$ cat src/rtl/ifu_pkg.sv
package ifu_pkg;

    // Default geometry of the fetch unit
    localparam int ADDR_W_D     = 15;
    localparam int OFFS_W_D     = 12;
    localparam int WORD_W_D     = 12;
    localparam int LINE_WORDS_D = 8;
    localparam int SETS_D       = 8;
    localparam int GEN_W_D      = 4;

    // Fill tracker states
    typedef enum logic {
        FS_IDLE = 1'b0,
        FS_WAIT = 1'b1
    } fill_state_e;

endpackage

$ cat src/rtl/ifu_pc_gen.sv
module ifu_pc_gen #(
    parameter int ADDR_W     = 15,
    parameter int OFFS_W     = 12,
    parameter int LOFF_W     = 3,
    parameter int GEN_W      = 4,
    parameter int RESET_ADDR = 0
) (
    input  logic              clk,
    input  logic              rst_n,
    input  logic              restart,
    input  logic [ADDR_W-1:0] restart_addr,
    input  logic [GEN_W-1:0]  restart_gen,
    input  logic              advance,
    output logic [ADDR_W-1:0] pc,
    output logic [GEN_W-1:0]  gen
);
    localparam int LIF_W = OFFS_W - LOFF_W;
    localparam logic [LIF_W-1:0] ONE_LINE = LIF_W'(1);

    logic [ADDR_W-1:0] pc_q;
    logic [GEN_W-1:0]  gen_q;
    logic [LIF_W-1:0]  line_in_field;
    logic [ADDR_W-1:0] pc_next_line;

    // Step to the next line start, wrapping inside the field
    assign line_in_field = pc_q[OFFS_W-1:LOFF_W];
    assign pc_next_line  = {pc_q[ADDR_W-1:OFFS_W], line_in_field + ONE_LINE, {LOFF_W{1'b0}}};

    always_ff @(posedge clk) begin
        if (!rst_n) begin
            pc_q  <= ADDR_W'(RESET_ADDR);
            gen_q <= '0;
        end else if (restart) begin
            pc_q  <= restart_addr;
            gen_q <= restart_gen;
        end else if (advance) begin
            pc_q  <= pc_next_line;
        end
    end

    assign pc  = pc_q;
    assign gen = gen_q;
endmodule

$ cat src/rtl/ifu_line_store.sv
module ifu_line_store #(
    parameter int LINE_AW   = 12,
    parameter int SETS      = 8,
    parameter int LINE_BITS = 96
) (
    input  logic                 clk,
    input  logic                 rst_n,
    input  logic [LINE_AW-1:0]   lk_line,
    output logic                 lk_hit,
    output logic [LINE_BITS-1:0] lk_data,
    input  logic                 touch,
    input  logic                 fl_en,
    input  logic [LINE_AW-1:0]   fl_line,
    input  logic [LINE_BITS-1:0] fl_data
);
    localparam int WAYS  = 2;
    localparam int SET_W = $clog2(SETS);
    localparam int TAG_W = LINE_AW - SET_W;

    logic [TAG_W-1:0]     tag_q [SETS][WAYS];
    logic [LINE_BITS-1:0] dat_q [SETS][WAYS];
    logic [WAYS-1:0]      vld_q [SETS];
    logic [SETS-1:0]      lru_q;   // way to replace next

    logic [SET_W-1:0] lk_set, fl_set;
    logic [TAG_W-1:0] lk_tag, fl_tag;
    logic [WAYS-1:0]  lk_match, fl_match;
    logic             lk_way, fl_way;

    assign lk_set = lk_line[SET_W-1:0];
    assign lk_tag = lk_line[LINE_AW-1:SET_W];
    assign fl_set = fl_line[SET_W-1:0];
    assign fl_tag = fl_line[LINE_AW-1:SET_W];

    for (genvar w = 0; w < WAYS; w++) begin : g_way
        assign lk_match[w] = vld_q[lk_set][w] && (tag_q[lk_set][w] == lk_tag);
        assign fl_match[w] = vld_q[fl_set][w] && (tag_q[fl_set][w] == fl_tag);
    end

    assign lk_hit  = |lk_match;
    assign lk_way  = lk_match[1];
    assign lk_data = dat_q[lk_set][lk_way];

    // Refill an existing copy in place, else take the LRU victim
    assign fl_way = (|fl_match) ? fl_match[1] : lru_q[fl_set];

    always_ff @(posedge clk) begin
        if (!rst_n) begin
            for (int s = 0; s < SETS; s++) begin
                vld_q[s] <= '0;
            end
            lru_q <= '0;
        end else begin
            if (touch && !(fl_en && (fl_set == lk_set))) begin
                lru_q[lk_set] <= ~lk_way;
            end
            if (fl_en) begin
                vld_q[fl_set][fl_way] <= 1'b1;
                lru_q[fl_set]         <= ~fl_way;
            end
        end
    end

    always_ff @(posedge clk) begin
        if (fl_en) begin
            tag_q[fl_set][fl_way] <= fl_tag;
            dat_q[fl_set][fl_way] <= fl_data;
        end
    end
endmodule

$ cat src/rtl/ifu_fill_ctl.sv
module ifu_fill_ctl
    import ifu_pkg::*;
(
    input  logic clk,
    input  logic rst_n,
    input  logic restart,
    input  logic emit,
    input  logic hit,
    input  logic cmd_ready,
    output logic cmd_valid
);
    fill_state_e state_q, state_d;

    // State register
    always_ff @(posedge clk) begin
        if (!rst_n) state_q <= FS_IDLE;
        else        state_q <= state_d;
    end

    // Transitions: ISSUE and RELEASE
    always_comb begin
        state_d = state_q;
        unique case (state_q)
            FS_IDLE: if (cmd_valid)       state_d = FS_WAIT;
            FS_WAIT: if (restart || emit) state_d = FS_IDLE;
            default:                      state_d = FS_IDLE;
        endcase
    end

    // Outputs
    always_comb begin
        cmd_valid = 1'b0;
        unique case (state_q)
            FS_IDLE: cmd_valid = !restart && cmd_ready && !hit;
            FS_WAIT: cmd_valid = 1'b0;
            default: cmd_valid = 1'b0;
        endcase
    end
endmodule

$ cat src/rtl/ifu_line_fetch.sv
module ifu_line_fetch #(
    parameter int ADDR_W     = ifu_pkg::ADDR_W_D,
    parameter int OFFS_W     = ifu_pkg::OFFS_W_D,
    parameter int WORD_W     = ifu_pkg::WORD_W_D,
    parameter int LINE_WORDS = ifu_pkg::LINE_WORDS_D,
    parameter int SETS       = ifu_pkg::SETS_D,
    parameter int GEN_W      = ifu_pkg::GEN_W_D,
    parameter int RESET_ADDR = 0,
    localparam int LOFF_W    = $clog2(LINE_WORDS),
    localparam int LINE_AW   = ADDR_W - LOFF_W,
    localparam int LINE_BITS = LINE_WORDS * WORD_W
) (
    input  logic                 clk,
    input  logic                 rst_n,
    input  logic                 restart_valid,
    input  logic [ADDR_W-1:0]    restart_addr,
    input  logic [GEN_W-1:0]     restart_gen,
    input  logic                 bundle_ready,
    output logic                 bundle_valid,
    output logic [ADDR_W-1:0]    bundle_addr,
    output logic [GEN_W-1:0]     bundle_gen,
    output logic [LINE_BITS-1:0] bundle_data,
    input  logic                 cmd_ready,
    output logic                 cmd_valid,
    output logic [LINE_AW-1:0]   cmd_line,
    input  logic                 rsp_valid,
    input  logic [LINE_AW-1:0]   rsp_line,
    input  logic [LINE_BITS-1:0] rsp_data
);
    logic [ADDR_W-1:0]  pc;
    logic [GEN_W-1:0]   gen;
    logic [LINE_AW-1:0] pc_line;
    logic               hit;
    logic               emit;

    assign pc_line = pc[ADDR_W-1:LOFF_W];
    assign emit    = !restart_valid && bundle_ready && hit;

    ifu_pc_gen #(
        .ADDR_W(ADDR_W), .OFFS_W(OFFS_W), .LOFF_W(LOFF_W),
        .GEN_W(GEN_W), .RESET_ADDR(RESET_ADDR)
    ) u_pc (
        .clk(clk), .rst_n(rst_n),
        .restart(restart_valid), .restart_addr(restart_addr), .restart_gen(restart_gen),
        .advance(emit), .pc(pc), .gen(gen)
    );

    ifu_line_store #(
        .LINE_AW(LINE_AW), .SETS(SETS), .LINE_BITS(LINE_BITS)
    ) u_store (
        .clk(clk), .rst_n(rst_n),
        .lk_line(pc_line), .lk_hit(hit), .lk_data(bundle_data),
        .touch(emit),
        .fl_en(rsp_valid), .fl_line(rsp_line), .fl_data(rsp_data)
    );

    ifu_fill_ctl u_fill (
        .clk(clk), .rst_n(rst_n),
        .restart(restart_valid), .emit(emit), .hit(hit),
        .cmd_ready(cmd_ready), .cmd_valid(cmd_valid)
    );

    assign bundle_valid = emit;
    assign bundle_addr  = pc;
    assign bundle_gen   = gen;
    assign cmd_line     = pc_line;
endmodule

$ cat config.mk
export PLATFORM = sky130hd
export DESIGN_NAME = ifu_line_fetch
export DESIGN_NICKNAME = d
export VERILOG_FILES = /design/src/rtl/ifu_pkg.sv /design/src/rtl/ifu_pc_gen.sv /design/src/rtl/ifu_line_store.sv /design/src/rtl/ifu_fill_ctl.sv /design/src/rtl/ifu_line_fetch.sv
export SDC_FILE = /design/constraint.sdc
export NUM_CORES = 2
export LEC_CHECK = 0
export CORE_MARGIN = 2
export CORE_UTILIZATION = 52
export CTS_CLUSTER_SIZE = 8
export DETAILED_ROUTE_END_ITERATION = 6
export DONT_BUFFER_PORTS = 1
export GPL_TIMING_DRIVEN = 0
export HOLD_SLACK_MARGIN = 0.06
export PLACE_DENSITY = 0.75
export SLEW_MARGIN = 20
export SYNTH_ARGS = -nofsm -noshare
export SYNTH_HDL_FRONTEND = slang
export SYNTH_SLANG_ARGS = --single-unit
$ cat constraint.sdc
create_clock -name clk -period 15.4 [get_ports clk]
set_input_delay 1.54 -clock clk [delete_from_list [all_inputs] [get_ports clk]]
set_output_delay 1.54 -clock clk [all_outputs]
set_load 0.02 [all_outputs]
==> metrics <==
final design utilization 61.22%; Diodes inserted 0; number of post-CTS setup repair buffers 0; Ports 262; Max H-tree Level 4; post-CTS clock slew at the launch and capture registers of the worst setup and hold paths 0.06 ns; number of vias per cell after detailed routing 6.773; Clock Sink Count 1727; CP Max Fanout 10; clock tree root driver cell clkbuf_16; CTS Buf Count 233; category of the worst setup path launch point input pin; residual DRC count 0; placeable core region 127700 um^2; number of vias in the routed layout 33215; hold_buf cts 0; maximum clock skew at final layout 0.03076 ns; floorplan row count 131; P_leak 0.02444 uW; instance count of the mapped netlist 2830; commonest cells after routing, fill and taps aside edfxtp_1 (1680), mux4_2 (530), clkbuf_16 (238), clkbuf_1 (109), buf_16 (70); signed area change from the synthesized netlist to the final layout 16.69%; data arrival time of the worst path 7.60 ns; remaining global-route overflow 0; kind of end point of the critical path flop; Worst-Margin Slew 1.100 ns; critical setup path kind in2reg; final weighted congestion in routability-driven placement 0.9029; async set or reset register ratio after synthesis 0%; number of optimization iterations in the first detailed-route pass 6; PD cells 132.9 nW/um^2; post-route clock period utilization 45.90%; area taken by flip-flops and latches 51390 um^2; Die X 362.9 um; Chip Height 362.9 um; worst-skew pair later-pin latency 0.84 ns; Hold Vio Cnt, Final 0; achievable clock frequency 141.5 MHz; count of max-cap constraint violations 0; share of layout cells above drive strength 1 31.62%; synth warn 0; Multi-input gate area 14870 um^2; Netlist Area Pre-Place 66980 um^2; IR drop worst, VDD 0.0001511 V; layout filler cell count 8220; pin count of the biggest net entering global routing 34; Routed Antenna Nets 0; synthesized area divided by synthesized cell count 23.67 um^2; library cells used by synthesis 61; most common cell after layout, fill and taps aside edfxtp_1; Total Routed Length 177600 um; final standard cell count with taps included and fillers excluded 4904; unrepaired setup endpoints after global routing no; initial detailed-routing violation count 4490; placed cell count 4622; number of synthesized register bits 1727; worst hold path class reg2reg; number of antenna violations at the first check in global routing 4; first-pass GRT wire length 251200 um; most common flop cell mapped by yosys edfxtp_1; required time at the worst-slack endpoint 15.94 ns; average routed wire per standard cell 36.23 um; post-cts sizing count 0; overall power 10390 uW; Min Clock Period, post-route 7.068 ns; number of instances on the worst hold path 1; part of the Yosys area used for sequential elements 76.72%; number of global-route vias before repair 34722; DP HPWL 110100 um; Total Nets Final 3330; count of final setup violators 0; effective utilization at floorplan 52.46%; number of synthesized flops with an enable pin 1680; Max-slew headroom 26.68%; overall global routing resource usage 27.21%; count of port buffers added during placement 0; Clock Tree Buf Depth 3; TritonCTS clock tree yes; count of cells along the worst register-to-register path 16; result of the run complete, no violations; syn_nets 2964; Final Max Slew Viols 0; full die area 131700 um^2
## layer usage
| layer | global-route usage, % | part of all wire (%) | vias to the layer above |
|---|---|---|---|
| met1 | 34.60 | 36 | 17709 |
| met3 | 8.637 | 12 | 387 |
| met5 | 0 | 0 | - |
| met4 | 9.576 | 3.0 | 0 |
| li1 | - | - | 12891 |
| met2 | 44.47 | 50 | 2228 |
## path summary, 6_finish.rpt
| check | startpoint | endpoint | slack (ns) |
|---|---|---|---|
| worst max-delay path | rsp_line[0] | u_store.dat_q[3][169]$_DFFE_PP_ | 8.33 |
| worst min-delay path | u_store.vld_q[6][1]$_DFF_P_ | u_store.vld_q[6][1]$_DFF_P_ | 0.50 |
| worst max register to register | u_store.tag_q[4][1]$_DFFE_PP_ | u_store.dat_q[3][169]$_DFFE_PP_ | 9.55 |
| worst min register to register | u_store.vld_q[6][1]$_DFF_P_ | u_store.vld_q[6][1]$_DFF_P_ | 0.50 |
## critical path, stage by stage
cell and delay, ns:
buf_2 0.17, buf_4 0.23, inv_1 0.18, buf_1 0.82
mux2i_1 0.31, xor2_1 0.21, nand2_1 0.08, nor4_1 0.65
a41o_1 0.44, nand2_1 0.26, buf_2 0.38, nor3_2 0.79
buf_4 0.33, buf_4 0.23, buf_6 0.17, buf_4 0.20
buf_4 0.22, buf_6 0.17, buf_4 0.18
## sequential cells by signal (all words and copies together) (netlist names), named ones only
name	cells
u_fill.state_q	1
u_pc.gen	4
u_pc.pc	15
u_store.dat_q	1536
u_store.lru_q	8
u_store.tag_q	144
u_store.vld_q	16
## power breakdown
| part | total [uW] | switching, uW | internal [uW] |
|---|---|---|---|
| sequential | 5260 | 27.9 | 5230 |
| combinational | 590 | 345 | 245 |
| clock | 4540 | 1820 | 2710 |
## cell type report
class	instances	share of cell area (%)
Timing Repair Buffer	131	3.429
Buffer	166	1.074
Clock buffer	271	7.778
Sequential cell	1727	65.75
Clock inverter	10	0.2305
Tap cell	1662	2.660
Inverter	12	0.05763
Multi-Input combinational cell	925	19.02
## synthesized netlist by cell type (17+ instances only)
master,instances,area (um^2)
xnor2_1,21,183.9
mux4_2,530,11940
nand2_1,38,142.6
nor2_1,25,93.84
xor2_1,17,148.9
mux2i_1,57,570.6
clkbuf_1,95,356.6
a21oi_1,41,205.2
o21ai_0,20,100.1
buf_1,21,78.83
edfxtp_1,1680,50450
dfxtp_1,47,940.9
buf_2,23,115.1
## stage by stage
step / TNS (ns) / setup slack (ns) / hold WS (ns) / area (um^2)
after floorplan: 0 / 3.957 / 0.4365 / 66980
after global placement: -2540.27 / -7.018 / 0.4644 / 69060
after detailed placement: 0 / 7.824 / 0.4861 / 71870
after CTS: 0 / 8.351 / 0.4978 / 78130
after global routing: 0 / 8.258 / 0.5135 / 78160
final: 0 / 8.332 / 0.5020 / 78160
## cells by family (layout without fill, tap and decap cells)
group	Yosys count	in the layout	share of synthesized area, %
compound gates	152	152	1.573
xor+xnor	38	38	0.4969
fa+ha+maj	1	1	0.01868
buf+inv	178	590	1.266
flops	1727	1727	76.72
mux	599	599	18.87
simple gates	135	135	1.053
Note: power is estimated with default switching activity, not from simulation.
